`config.mk`:
```
export PLATFORM = sky130hd
export DESIGN_NAME = spi_cmd_engine
export DESIGN_NICKNAME = d
export VERILOG_FILES = /design/src/rtl/spi_eng_pkg.sv /design/src/rtl/spi_eng_clkdiv.sv /design/src/rtl/spi_eng_shifter.sv /design/src/rtl/spi_eng_seq.sv /design/src/rtl/spi_cmd_engine.sv
export SDC_FILE = /design/constraint.sdc
export NUM_CORES = 1
export LEC_CHECK = 0
export ABC_AREA = 1
export CORE_ASPECT_RATIO = 0.6
export CORE_UTILIZATION = 26
export DETAILED_ROUTE_END_ITERATION = 10
export PLACE_DENSITY_LB_ADDON = 0.15
export SLEW_MARGIN = 0
export SYNTH_ARGS = -nofsm -noshare
export SYNTH_HDL_FRONTEND = slang
export SYNTH_HIERARCHICAL = 1
export SYNTH_SLANG_ARGS = --single-unit
```
`constraint.sdc`:
```
create_clock -name clk -period 2.9 [get_ports clk]
set_input_delay 0.29 -clock clk [delete_from_list [all_inputs] [get_ports clk]]
set_output_delay 0.29 -clock clk [all_outputs]
set_load 0.1 [all_outputs]
```
`src/rtl/spi_eng_pkg.sv`:
```
`timescale 1ns/1ps
package spi_eng_pkg;

   typedef logic [2:0] cap_code_t;

   // number of byte slots a non-held transfer clocks for a capture code
   function automatic logic [3:0] act_len(input cap_code_t c);
      case (c)
         3'd0:    act_len = 4'd1;
         3'd1:    act_len = 4'd2;
         3'd2:    act_len = 4'd4;
         3'd3:    act_len = 4'd5;
         3'd4:    act_len = 4'd8;
         3'd5:    act_len = 4'd12;
         3'd6:    act_len = 4'd3;
         default: act_len = 4'd9;
      endcase
   endfunction

   // first byte slot (1-based) that lands in the data register
   function automatic logic [3:0] act_first(input cap_code_t c);
      case (c)
         3'd0:    act_first = 4'd1;
         3'd1:    act_first = 4'd2;
         3'd2:    act_first = 4'd4;
         3'd3:    act_first = 4'd5;
         3'd4:    act_first = 4'd5;
         3'd5:    act_first = 4'd9;
         3'd6:    act_first = 4'd3;
         default: act_first = 4'd6;
      endcase
   endfunction

   function automatic logic act_is_quad(input cap_code_t c);
      act_is_quad = (c == 3'd4) || (c == 3'd5) || (c == 3'd7);
   endfunction

endpackage

```
`src/rtl/spi_eng_clkdiv.sv`:
```
`timescale 1ns/1ps
module spi_eng_clkdiv #(
   parameter int HALF_DIV = 2
) (
   input  logic clk,
   input  logic rst_n,
   input  logic en,
   output logic tick
);
   generate
      if (HALF_DIV < 1) begin : g_bad_div
         $error("spi_eng_clkdiv: HALF_DIV must be at least 1");
      end

      if (HALF_DIV == 1) begin : g_direct
         assign tick = en;
      end else begin : g_count
         localparam int CW = $clog2(HALF_DIV);
         localparam logic [CW-1:0] LAST = CW'(HALF_DIV - 1);
         logic [CW-1:0] cnt_q;

         always_ff @(posedge clk or negedge rst_n) begin
            if (!rst_n) begin
               cnt_q <= '0;
            end else if (!en || cnt_q == LAST) begin
               cnt_q <= '0;
            end else begin
               cnt_q <= cnt_q + 1'b1;
            end
         end

         assign tick = en && (cnt_q == LAST);
      end
   endgenerate
endmodule

```
`src/rtl/spi_eng_shifter.sv`:
```
`timescale 1ns/1ps
module spi_eng_shifter #(
   parameter int BYTE_W = 8
) (
   input  logic              clk,
   input  logic              rst_n,
   input  logic              start,
   input  logic [BYTE_W-1:0] tx_byte,
   input  logic              tick,
   input  logic              miso,
   output logic              sck,
   output logic              mosi,
   output logic              active,
   output logic              done,
   output logic [BYTE_W-1:0] rx_byte
);
   localparam int BW = $clog2(BYTE_W);
   localparam logic [BW-1:0] LAST_BIT = BW'(BYTE_W - 1);

   logic [BYTE_W-1:0] tx_q, rx_q;
   logic [BW-1:0]     bit_q;
   logic              sck_q, act_q, done_q;

   always_ff @(posedge clk or negedge rst_n) begin
      if (!rst_n) begin
         tx_q   <= '0;
         rx_q   <= '0;
         bit_q  <= '0;
         sck_q  <= 1'b0;
         act_q  <= 1'b0;
         done_q <= 1'b0;
      end else begin
         done_q <= 1'b0;
         if (!act_q) begin
            if (start) begin
               act_q <= 1'b1;
               tx_q  <= tx_byte;
               bit_q <= '0;
               sck_q <= 1'b0;
            end
         end else if (tick) begin
            if (!sck_q) begin
               // rising edge: sample
               sck_q <= 1'b1;
               rx_q  <= {rx_q[BYTE_W-2:0], miso};
            end else begin
               // falling edge: advance
               sck_q <= 1'b0;
               if (bit_q == LAST_BIT) begin
                  act_q  <= 1'b0;
                  done_q <= 1'b1;
               end else begin
                  bit_q <= bit_q + 1'b1;
                  tx_q  <= {tx_q[BYTE_W-2:0], 1'b0};
               end
            end
         end
      end
   end

   assign sck     = sck_q;
   assign mosi    = tx_q[BYTE_W-1];
   assign active  = act_q;
   assign done    = done_q;
   assign rx_byte = rx_q;
endmodule

```
`src/rtl/spi_eng_seq.sv`:
```
`timescale 1ns/1ps
module spi_eng_seq
   import spi_eng_pkg::*;
(
   input  logic        clk,
   input  logic        rst_n,
   input  logic        go,
   input  logic [7:0]  go_opcode,
   input  cap_code_t   go_code,
   input  logic        go_hold,
   input  logic [23:0] go_addr,
   input  logic        byte_done,
   input  logic [7:0]  rx_byte,
   output logic        byte_start,
   output logic [7:0]  tx_byte,
   output logic        busy,
   output logic        cs_n,
   output logic [31:0] cap_data
);
   logic        busy_q, sel_q, launch_q, hold_l;
   logic [3:0]  slot_q, total_q;
   logic [7:0]  op_l;
   cap_code_t   code_l;
   logic [23:0] addr_l;
   logic [31:0] data_q;

   logic [3:0]  first_w;
   logic [4:0]  win_end;
   logic        in_win;
   logic [1:0]  lane;

   always_comb begin
      first_w = act_first(code_l);
      win_end = {1'b0, first_w} + 5'd4;
      in_win  = (slot_q >= first_w) && ({1'b0, slot_q} < win_end);
      lane    = 2'(slot_q - first_w);
   end

   always_comb begin
      case (slot_q)
         4'd1:    tx_byte = op_l;
         4'd2:    tx_byte = addr_l[23:16];
         4'd3:    tx_byte = addr_l[15:8];
         4'd4:    tx_byte = addr_l[7:0];
         default: tx_byte = 8'h00;
      endcase
   end

   always_ff @(posedge clk or negedge rst_n) begin
      if (!rst_n) begin
         busy_q   <= 1'b0;
         sel_q    <= 1'b0;
         launch_q <= 1'b0;
         hold_l   <= 1'b0;
         slot_q   <= 4'd0;
         total_q  <= 4'd0;
         op_l     <= '0;
         code_l   <= '0;
         addr_l   <= '0;
         data_q   <= '0;
      end else begin
         launch_q <= 1'b0;
         if (go && !busy_q) begin
            busy_q   <= 1'b1;
            sel_q    <= 1'b1;
            launch_q <= 1'b1;
            hold_l   <= go_hold;
            op_l     <= go_opcode;
            code_l   <= go_code;
            addr_l   <= go_addr;
            slot_q   <= 4'd1;
            total_q  <= go_hold ? 4'd1 : act_len(go_code);
         end else if (busy_q && byte_done) begin
            if (hold_l) begin
               data_q <= {24'h0, rx_byte};
            end else if (act_is_quad(code_l)) begin
               if (in_win) data_q[lane*8 +: 8] <= rx_byte;
            end else if (slot_q == first_w) begin
               data_q <= {24'h0, rx_byte};
            end

            if (slot_q == total_q) begin
               busy_q <= 1'b0;
               if (!hold_l) sel_q <= 1'b0;
            end else begin
               slot_q   <= slot_q + 1'b1;
               launch_q <= 1'b1;
            end
         end
      end
   end

   assign byte_start = launch_q;
   assign busy       = busy_q;
   assign cs_n       = !sel_q;
   assign cap_data   = data_q;
endmodule

```
`src/rtl/spi_cmd_engine.sv`:
```
`timescale 1ns/1ps
module spi_cmd_engine
   import spi_eng_pkg::*;
#(
   parameter int ADDR_W   = 4,
   parameter int HALF_DIV = 2
) (
   input  logic              clk,
   input  logic              rst_n,
   input  logic              bus_wr,
   input  logic [ADDR_W-1:0] bus_addr,
   input  logic [31:0]       bus_wdata,
   output logic [31:0]       bus_rdata,
   output logic              spi_sck,
   output logic              spi_mosi,
   input  logic              spi_miso,
   output logic              spi_cs_n
);
   localparam logic [ADDR_W-1:0] OFS_CTRL = ADDR_W'(4'h0);
   localparam logic [ADDR_W-1:0] OFS_ADDR = ADDR_W'(4'h4);
   localparam logic [ADDR_W-1:0] OFS_DATA = ADDR_W'(4'h8);
   localparam int START_BIT = 31;
   localparam int HOLD_BIT  = 12;

   generate
      if (ADDR_W < 4) begin : g_bad_addr
         $error("spi_cmd_engine: ADDR_W must be at least 4");
      end
   endgenerate

   logic [7:0]  opcode_q;
   cap_code_t   action_q;
   logic        hold_q;
   logic [31:0] addr_q;
   logic        busy_w, go_w, ctrl_wr;
   logic        tick_w, sh_active, sh_done, sh_start;
   logic [7:0]  sh_tx, sh_rx;
   logic [31:0] data_w;
   logic        unused_wbits;

   assign ctrl_wr      = bus_wr && (bus_addr == OFS_CTRL) && !busy_w;
   assign go_w         = ctrl_wr && bus_wdata[START_BIT];
   assign unused_wbits = ^{bus_wdata[30:13], bus_wdata[11]};

   always_ff @(posedge clk or negedge rst_n) begin
      if (!rst_n) begin
         opcode_q <= '0;
         action_q <= '0;
         hold_q   <= 1'b0;
         addr_q   <= '0;
      end else begin
         if (ctrl_wr) begin
            opcode_q <= bus_wdata[7:0];
            action_q <= bus_wdata[10:8];
            hold_q   <= bus_wdata[HOLD_BIT];
         end
         if (bus_wr && bus_addr == OFS_ADDR) addr_q <= bus_wdata;
      end
   end

   always_comb begin
      case (bus_addr)
         OFS_CTRL: bus_rdata = {busy_w, 18'h0, hold_q, 1'b0, action_q, opcode_q};
         OFS_ADDR: bus_rdata = addr_q;
         OFS_DATA: bus_rdata = data_w;
         default:  bus_rdata = 32'h0;
      endcase
   end

   spi_eng_seq u_seq (
      .clk        (clk),
      .rst_n      (rst_n),
      .go         (go_w),
      .go_opcode  (bus_wdata[7:0]),
      .go_code    (bus_wdata[10:8]),
      .go_hold    (bus_wdata[HOLD_BIT]),
      .go_addr    (addr_q[23:0]),
      .byte_done  (sh_done),
      .rx_byte    (sh_rx),
      .byte_start (sh_start),
      .tx_byte    (sh_tx),
      .busy       (busy_w),
      .cs_n       (spi_cs_n),
      .cap_data   (data_w)
   );

   spi_eng_clkdiv #(.HALF_DIV(HALF_DIV)) u_div (
      .clk   (clk),
      .rst_n (rst_n),
      .en    (sh_active),
      .tick  (tick_w)
   );

   spi_eng_shifter #(.BYTE_W(8)) u_shift (
      .clk     (clk),
      .rst_n   (rst_n),
      .start   (sh_start),
      .tx_byte (sh_tx),
      .tick    (tick_w),
      .miso    (spi_miso),
      .sck     (spi_sck),
      .mosi    (spi_mosi),
      .active  (sh_active),
      .done    (sh_done),
      .rx_byte (sh_rx)
   );
endmodule

```
# Word level (Yosys, flattened, before mapping)
# Cells that the tools add are included.
# op_classes
add_sub_neg	6
n_lt_le_gt_ge	2
muxes	47
eq_ne	28
bitwise_logic	2
n_shift	2
n_reduce_logical	29
# ops
operator	n
two-way mux 32 bit	4
one-hot mux 32 bit (3 select lines)	1
two-way mux 8 bit	5
negation 5 -> 34 bit	1
variable shift 8 x 34 -> 32 bit, first input constant	1
indexed part select 8 x 34 -> 32 bit	1
bitwise mux 32 bit	1
one-hot mux 8 bit (4 select lines)	1
one-hot mux 4 bit (7 select lines)	1
== test 3 bit, second input constant	8
two-way mux 1 bit	24
one-hot mux 4 bit (6 select lines)	1
two-way mux 4 bit	4
two-way mux 3 bit	5
== test 3 x 2 -> 1 bit, second input constant	4
== test 4 x 2 -> 1 bit, second input constant	2
== test 4 x 3 -> 1 bit, second input constant	2
== test 4 bit	2
logical AND 1 bit	8
AND reduction 4 bit	2
== test 3 x 1 -> 1 bit, second input constant	2
logical NOT 3 bit	2
!= test 2 bit, second input constant	3
AND reduction 2 bit	3
19 further kinds	28
# word_totals
wordCells	137
inputBits	40
reg_bits	146
output_inout_bits	35

# Depth between registers and ports, before layout
# Gate-level depths: netlist of the first run.
# depth
depth_word	10
ltp_mapped	15

# Hierarchy
# Netlist of the first run, hierarchy kept.
# by_module_without_submodules
mod	seq_area_each_um2	area_per_inst_um2	cells_per_inst	instances
spi_eng_seq	1976.9	4204.0	515	1
spi_cmd_engine	1101.1	2456.1	331	1
spi_eng_shifter	550.5	1031.0	130	1
spi_eng_clkdiv	25.0	42.5	5	1

# Worst setup path before layout of the first run
# OpenSTA, ideal clock, no wires.
# synth_path
path_type	reg2reg
from	register u_seq.code_l[1]
to	register u_seq.data_q[18] (netlist: u_seq/cap_data[18])
path_stages_with_launch	14
slack_ns	0.353
t_arrival_ns	2.480
n_path_buf	0
cell_sequence	dfrtp_1 -> nor2_1 -> inv_1 -> nand2_1 -> a21oi_1 -> ha_1 -> fa_1 -> inv_1 -> ha_1 -> nor2_1 -> nand3_1 -> nor3_1 -> nand4_1 -> nand2_1
# synth_via
elab_chain_cells	10
word_cells_on_any_way	28
# synth_rtl
element	line	source
start: declaration	spi_eng_seq.sv:23	cap_code_t code_l;
start signal: assignment	spi_eng_seq.sv:69	code_l <= go_code;
== test 3 x 2 -> 1 bit / == test 3 bit (equally long branches)	spi_eng_pkg.sv:22, spi_eng_pkg.sv:35	
OR reduction 2 bit (no source line)	n/a	
one-hot mux 4 bit (6 select lines)	spi_eng_pkg.sv:22	case (c)
subtractor 2 bit	spi_eng_seq.sv:36	lane = 2'(slot_q - first_w);
negation 5 -> 34 bit	spi_eng_seq.sv:77	if (in_win) data_q[lane*8 +: 8] <= rx_byte;
indexed part select 8 x 34 -> 32 bit / variable shift 8 x 34 -> 32 bit (equally long branches)	spi_eng_seq.sv:77	
bitwise mux 32 bit	spi_eng_seq.sv:77	
two-way mux 32 bit	spi_eng_seq.sv:77	
two-way mux 32 bit	spi_eng_seq.sv:76	end else if (act_is_quad(code_l)) begin
two-way mux 32 bit	spi_eng_seq.sv:74	if (hold_l) begin
end signal: assignment	spi_eng_seq.sv:75	data_q <= {24'h0, rx_byte};
end signal: indexed assignment	spi_eng_seq.sv:77	
end signal: assignment	spi_eng_seq.sv:79	data_q <= {24'h0, rx_byte};
end: declaration	spi_eng_seq.sv:25	logic [31:0] data_q;
# Parallel ways exist; a longest one is shown, timed or not. The select of a mux whose other input is x is not followed.
# A chain may end at the register's enable or synchronous reset.

# Worst setup path after layout of the first run
# layout_path
from	register u_seq.code_l[1]
to	register u_seq.data_q[27] (netlist: u_seq/cap_data[27])
# The elaborated chain is that of the path after synthesis.

==> run_results.csv, run 1 <==
group,metric,value,unit
power_and_ir_drop,ir_drop,0.501,mV
detailed_routing,wirelength,25.9,mm
timing,fin_ws,0.176,ns
logic_synthesis,syn_inst,981,
timing,fin_worst_skew,0.0120,ns
layout,fillers,3014,
placed_design,post-dp-hpwl,18.5,mm
layout,finalNonFillerCells,1450,
layout,layout_commonest_cell,"nand2_1",
timing,period_minus_slack,2.72,ns
logic_synthesis,syn-cell-area,7730,um2
global_routing,track_usage,17.9,%
placed_design,post-place-ws,0.0659,ns
job,timing.max_cap.violations,0,
worst_setup_path,crit_arrival,3.11,ns
floorplanning,die_h,136,um
global_routing,grt_pass1_vias,6646,
detailed_routing,routedWlPerCell,17.9,um
timing,tns,0,ns
global_routing,grt_pass1_wl,40.6,mm
floorplanning,rows,48,
logic_synthesis,synth_nets,1040,
logic_synthesis,synth_area_per_cell,7.88,um2
logic_synthesis,synth.distinct_cells,34,
worst_setup_path,worst_ep_required_time,3.29,ns
worst_setup_path,rrSetupSlack,0.18,ns
detailed_routing,viasPerCell,4.76,
detailed_routing,vias,6899,
power_and_ir_drop,p_total,7.38,mW
detailed_routing,dr.pass1.iters,4,
layout,multiInputGateArea,3640,um2
timing,worstMarginPinSlew,1.28,ns
layout,mostFrequentLayoutCells,"nand2_1, nand3_1, dfrtp_1, nand4_1, inv_1",
clocking,clock_sinks,146,
timing,slew_violations,0,
detailed_routing,drt_iter0_drc,606,
power_and_ir_drop,p_clk_share,28.6,%
detailed_routing,drc_errors,0,
clocking,clock-root-buffer,"clkbuf_16",
clocking,path_clk_slew,0.06,ns
logic_synthesis,ys_seq_area_share,47.2,%
floorplanning,core,29000,um2
timing,max_freq,0.367,GHz
worst_setup_path,crit_fanout,8,
global_routing,overflow,0,
worst_setup_path,path_class,"reg2reg",
floorplanning,die-area,30500,um2
timing,setup_viol,0,
detailed_routing,ant_nets,0,
power_and_ir_drop,combPwrFrac,33.2,%
floorplanning,die_w,225,um
power_and_ir_drop,powerDensity,747,nW/um2
timing,slew_headroom,13.7,%
clocking,cts_max_level,4,
worst_setup_path,endpoint_kind,"flop",
timing,period_share,93.9,%
worst_hold_path,min_path_type,"in2async",
clocking,cts_buffers,17,
global_routing,grt_max_degree,123,
layout,layout.nets,1096,
logic_synthesis,ys_ff_latch,146,
layout,regArea,3650,um2
global_routing,grt_antenna_before_repair,0,
power_and_ir_drop,switching_share,40.4,%
timing,grt_setup_unrepaired,"true",
clocking,postCtsSetupBuffers,0,
clocking,cts_buffer_depth,2,
placed_design,dpl.cell_count,1417,
power_and_ir_drop,p_leak,4.80,nW
power_and_ir_drop,power_frac_seq,38.2,%
placed_design,place.port_buffers,74,
placed_design,gp_congestion,0.848,
timing,hold_violations,0,
clocking,cts_tree,"yes",
floorplanning,start_util,26.7,%
power_and_ir_drop,switching_power,2.98,mW
timing,hold_ws,0.221,ns
clocking,clk_latency,0.45,ns
layout,syn2layout_area_growth,27.8,%
logic_synthesis,yosys_warnings,6,
status,status,"finished, final reports clean",
floorplanning,ios,75,
power_and_ir_drop,power.internal,4.40,mW
worst_setup_path,start_kind,"flop",
layout,drive_gt1_share,12.9,%
layout,num_antenna_cells,0,
-- sequential cells by signal (all words and copies together) (netlist names), 4 cells and up --
signal / flops
addr_q: 32
u_seq/cap_data: 32
u_seq/addr_l: 24
opcode_q: 8
u_seq/op_l: 8
u_shift/rx_byte: 8
u_shift/tx_q: 8
u_seq/slot_q: 4
u_seq/total_q: 4
-- synthesized netlist by cell type, drive strengths merged --
cell     count  area, um2
a21oi        5       25.0
a22o         1       8.76
a31oi        1       21.3
a32o         1       10.0
buf         45        263
clkbuf      21       90.1
clkinv       1       3.75
dfrtp      146       3650
fa           1       20.0
ha          18        225
inv         54        205
nand2      347       1330
nand3      160        851
nand3b       2       15.0
nand4       78        494
nor2        37        149
nor3        26        130
o2111ai      8       70.1
o21ai       18       90.1
o22ai        2       12.5
or2          3       18.8
xor2         6       52.6
-- final timing paths --
path,from,endpoint,cells after the start
max in group asynchronous,rst_n,addr_q[9]$_DFFE_PN0P_,3
min in group clk,bus_wdata[22],addr_q[22]$_DFFE_PN0P_,3
max,u_seq/code_l[1]$_DFFE_PN0P_,u_seq/cap_data[27]$_DFFE_PN0P_,13
min reg2reg,u_div/g_count.cnt_q$_DFF_PN0_,u_div/g_count.cnt_q$_DFF_PN0_,1
min,rst_n,u_div/g_count.cnt_q$_DFF_PN0_,2
max reg2reg,u_seq/code_l[1]$_DFFE_PN0P_,u_seq/cap_data[27]$_DFFE_PN0P_,13
-- power by group through the flow --
stage | clock [mW] | combinational [mW] | sequential (mW)
after floorplan | 0 | 1.52 | 2.76
after CTS | 2.17 | 2.29 | 2.81
after global placement | 0 | 2.27 | 2.85
after global routing | 2.24 | 2.74 | 2.87
after detailed placement | 0 | 2.27 | 2.84
final | 2.11 | 2.45 | 2.82
-- final cells by class --
cell class,instances,area share [%]
multi-input combinational,714,36.8
sequential,146,37.0
tap,400,5.06
clock buffer,19,4.38
timing repair buffer,103,13.5
inverter,55,2.11
clock inverter,13,1.13
-- through the flow --
stage	area (um2)	utilization (%)
after global placement	9230	31.8
after detailed placement	9230	31.8
after global routing	9880	34.1
final	9880	34.1
after floorplan	7730	-
after CTS	9790	33.7
-- timing repair --
item                                    4_1_cts  5_1_grt
endpoints found under the setup margin        0       32
hold endpoints to repair                     38        0
resized for setup                             0       23
hold buffers                                  1        0
-- routing by layer --
metal  vias up  wire [um]  GRT usage [%]
li1       3400          -              -
met1      3373      14600           29.2
met2       109      10000           22.6
met3        17       1110           4.03
met4         0        214           4.04
met5         -          0              0
-- kinds of logic after synthesis --
logic type,synth area share (%)
buffers and inverters,7.26
AND/OR/NAND/NOR,38.6
adder cells (fa/ha/maj),3.17
AO/OA/AOI/OAI,3.07
XOR/XNOR,0.679
flip-flops,47.2
-- worst max-delay path: stages, from the launching register on --
cell,delay (ns)
dfrtp_1,0.41
nor2_2,0.14
inv_1,0.07
nand2_1,0.06
a21oi_1,0.06
ha_1,0.21
fa_1,0.49
buf_4,0.17
ha_1,0.21
inv_1,0.17
nand3_2,0.21
nor3_1,0.23
nand4_1,0.13
nand2_1,0.09
Note: power is estimated with default switching activity, not from simulation.
==> run 2, diff against run 1 <==
- CORE_MARGIN: not set -> 2
==> run 2 against run 1 <==
Clock skew shrank 0.0028 ns. Critical path type unchanged. Clock power up 15%. Maximum frequency fell by 0.32%. Sequential share of layout area decreased by 0.62 points. Hold slack improved by 0.039 ns. Final cell count grew 0.55%. First-iteration DRC count rose by 7.1%. Global-route usage is 0.34 points lower. Register-to-register slack barely moved. Critical endpoint is now u_seq/cap_data[19]$_DFFE_PN0P_. Non-clock buffer count rose by 7. Critical path depth fell by 1.
==> run_results.csv, run 2 (synthesis gave the netlist of run 1 again) <==
group,metric,value,unit
floorplanning,ios,75,
detailed_routing,viasPerCell,4.72,
power_and_ir_drop,p_clk_share,31.2,%
worst_setup_path,endpoint_kind,"flop",
floorplanning,start_util,26.7,%
clocking,cts_buffers,17,
power_and_ir_drop,p_leak,4.90,nW
detailed_routing,wirelength,26.2,mm
power_and_ir_drop,power.internal,4.68,mW
global_routing,track_usage,17.5,%
power_and_ir_drop,switching_share,39.7,%
timing,slew_violations,0,
power_and_ir_drop,powerDensity,772,nW/um2
floorplanning,core,29000,um2
worst_setup_path,path_class,"reg2reg",
worst_setup_path,crit_arrival,3.12,ns
power_and_ir_drop,combPwrFrac,32.6,%
timing,setup_viol,0,
floorplanning,die_w,227,um
timing,fin_worst_skew,0.00922,ns
layout,mostFrequentLayoutCells,"nand2_1, nand3_1, dfrtp_1, nand4_1, inv_1",
layout,fillers,3028,
floorplanning,rows,48,
power_and_ir_drop,ir_drop,0.481,mV
layout,layout_commonest_cell,"nand2_1",
power_and_ir_drop,switching_power,3.08,mW
timing,period_minus_slack,2.73,ns
global_routing,overflow,0,
timing,fin_ws,0.167,ns
clocking,clock-root-buffer,"clkbuf_16",
worst_setup_path,critPathSlowestCell,"fa_2",
detailed_routing,routedWlPerCell,17.9,um
placed_design,post-dp-hpwl,18.9,mm
detailed_routing,drc_errors,0,
worst_setup_path,crit_chain,"inv_1 > nor3_2 > a21oi_2 > ha_2 > fa_2 > inv_1 > ha_2 > nor2_4 > nand3_4 > nor3_1 > nand4_1 > nand2_1",
clocking,clk_latency,0.45,ns
clocking,path_clk_slew,0.07,ns
worst_setup_path,worstReg2RegStart,"u_seq/code_l[1]$_DFFE_PN0P_",
global_routing,grt_antenna_before_repair,0,
floorplanning,die_h,138,um
timing,slew_headroom,48.7,%
layout,drive_gt1_share,14.1,%
power_and_ir_drop,p_total,7.76,mW
worst_setup_path,start_kind,"flop",
clocking,cts_max_level,4,
layout,layout.nets,1103,
clocking,cts_buffer_depth,2,
power_and_ir_drop,power_frac_seq,36.2,%
detailed_routing,drt_iter0_drc,649,
placed_design,placed_cell_area,9290,um2
worst_setup_path,worst_ep_required_time,3.28,ns
placed_design,place.port_buffers,74,
placed_design,dpl.cell_count,1422,
placed_design,post-place-ws,-0.0537,ns
worst_setup_path,rrSetupSlack,0.17,ns
layout,utilization,34.7,%
timing,worstMarginPinSlew,0.768,ns
layout,fin_area,10100,um2
global_routing,grt_max_degree,79,
clocking,clock_sinks,146,
global_routing,grt_pass1_vias,6454,
worst_hold_path,min_path_type,"in2async",
timing,period_share,94.2,%
status,status,"finished, final reports clean",
global_routing,grt_pass1_wl,40.4,mm
floorplanning,die-area,31200,um2
layout,syn2layout_area_growth,30.0,%
timing,hold_violations,0,
timing,hold_ws,0.260,ns
worst_setup_path,r2r_cells,12,
job,timing.max_cap.violations,0,
worst_setup_path,reg2reg_to,"u_seq/cap_data[19]$_DFFE_PN0P_",
detailed_routing,ant_nets,0,
placed_design,gp_congestion,0.852,
detailed_routing,dr.pass1.iters,5,
clocking,cts_tree,"yes",
timing,tns,0,ns
layout,finalNonFillerCells,1458,
detailed_routing,vias,6886,
worst_setup_path,crit_fanout,8,
timing,max_freq,0.366,GHz
worst_setup_path,cpPeakStageDelay,0.60,ns
run 2: worst max-delay path: cells and delay by family, from the launching register on:
family                   cells  cell delay [ns]
AND/OR/NAND/NOR              6             0.94
buffers and inverters        2             0.19
flip-flops                   1             0.39
AO/OA/AOI/OAI                1             0.05
adder cells (fa/ha/maj)      3             1.10
run 2: timing repair:
item	4_1_cts	5_1_grt
endpoints found under the hold margin	23	0
resized for setup	5	21
hold buffers	1	0
pin swaps	1	5
setup buffers	0	1
setup endpoints to repair	23	32
run 2: how the worst max path moves through the flow:
stage / to / slack (ns) / startpoint / depth (start not counted)
global route: u_seq/cap_data[24]$_DFFE_PN0P_ / -0.006 / u_seq/code_l[0]$_DFFE_PN0P_ / 13
CTS: u_seq/cap_data[16]$_DFFE_PN0P_ / 0.007 / u_seq/code_l[1]$_DFFE_PN0P_ / 13
floorplan: u_seq/cap_data[18]$_DFFE_PN0P_ / 0.35 / u_seq/code_l[1]$_DFFE_PN0P_ / 13
finish: u_seq/cap_data[19]$_DFFE_PN0P_ / 0.17 / u_seq/code_l[1]$_DFFE_PN0P_ / 12
global placement: u_seq/cap_data[20]$_DFFE_PN0P_ / 0.04 / u_seq/code_l[1]$_DFFE_PN0P_ / 13
detailed placement: u_seq/cap_data[22]$_DFFE_PN0P_ / -0.05 / u_seq/code_l[1]$_DFFE_PN0P_ / 13
run 2: power by group through the flow:
stage	Clock [mW]	Combinational (mW)	Sequential, mW
global placement	0	2.33	2.84
CTS	2.48	2.38	2.80
floorplan	0	1.52	2.76
detailed placement	0	2.32	2.83
global route	2.56	2.81	2.86
finish	2.42	2.53	2.81
run 2: routing by layer:
metal  GRT usage [%]  vias up  wire length [um]
met5               0        -                 0
met4            4.35        0               250
met3            3.33       15              1140
met2            22.2      149             10100
met1            29.0     3306             14600
li1                -     3416                 -
run 2: layout make-up:
cell class	count	area [um2]	share of cell area (%)
antenna	1	2.50	0.0249
clock buffer	18	439	4.37
multi-input combinational	714	3640	36.2
tap	400	500	4.98
sequential	146	3650	36.3
inverter	55	209	2.08
timing repair buffer	110	1420	14.1
clock inverter	14	190	1.89
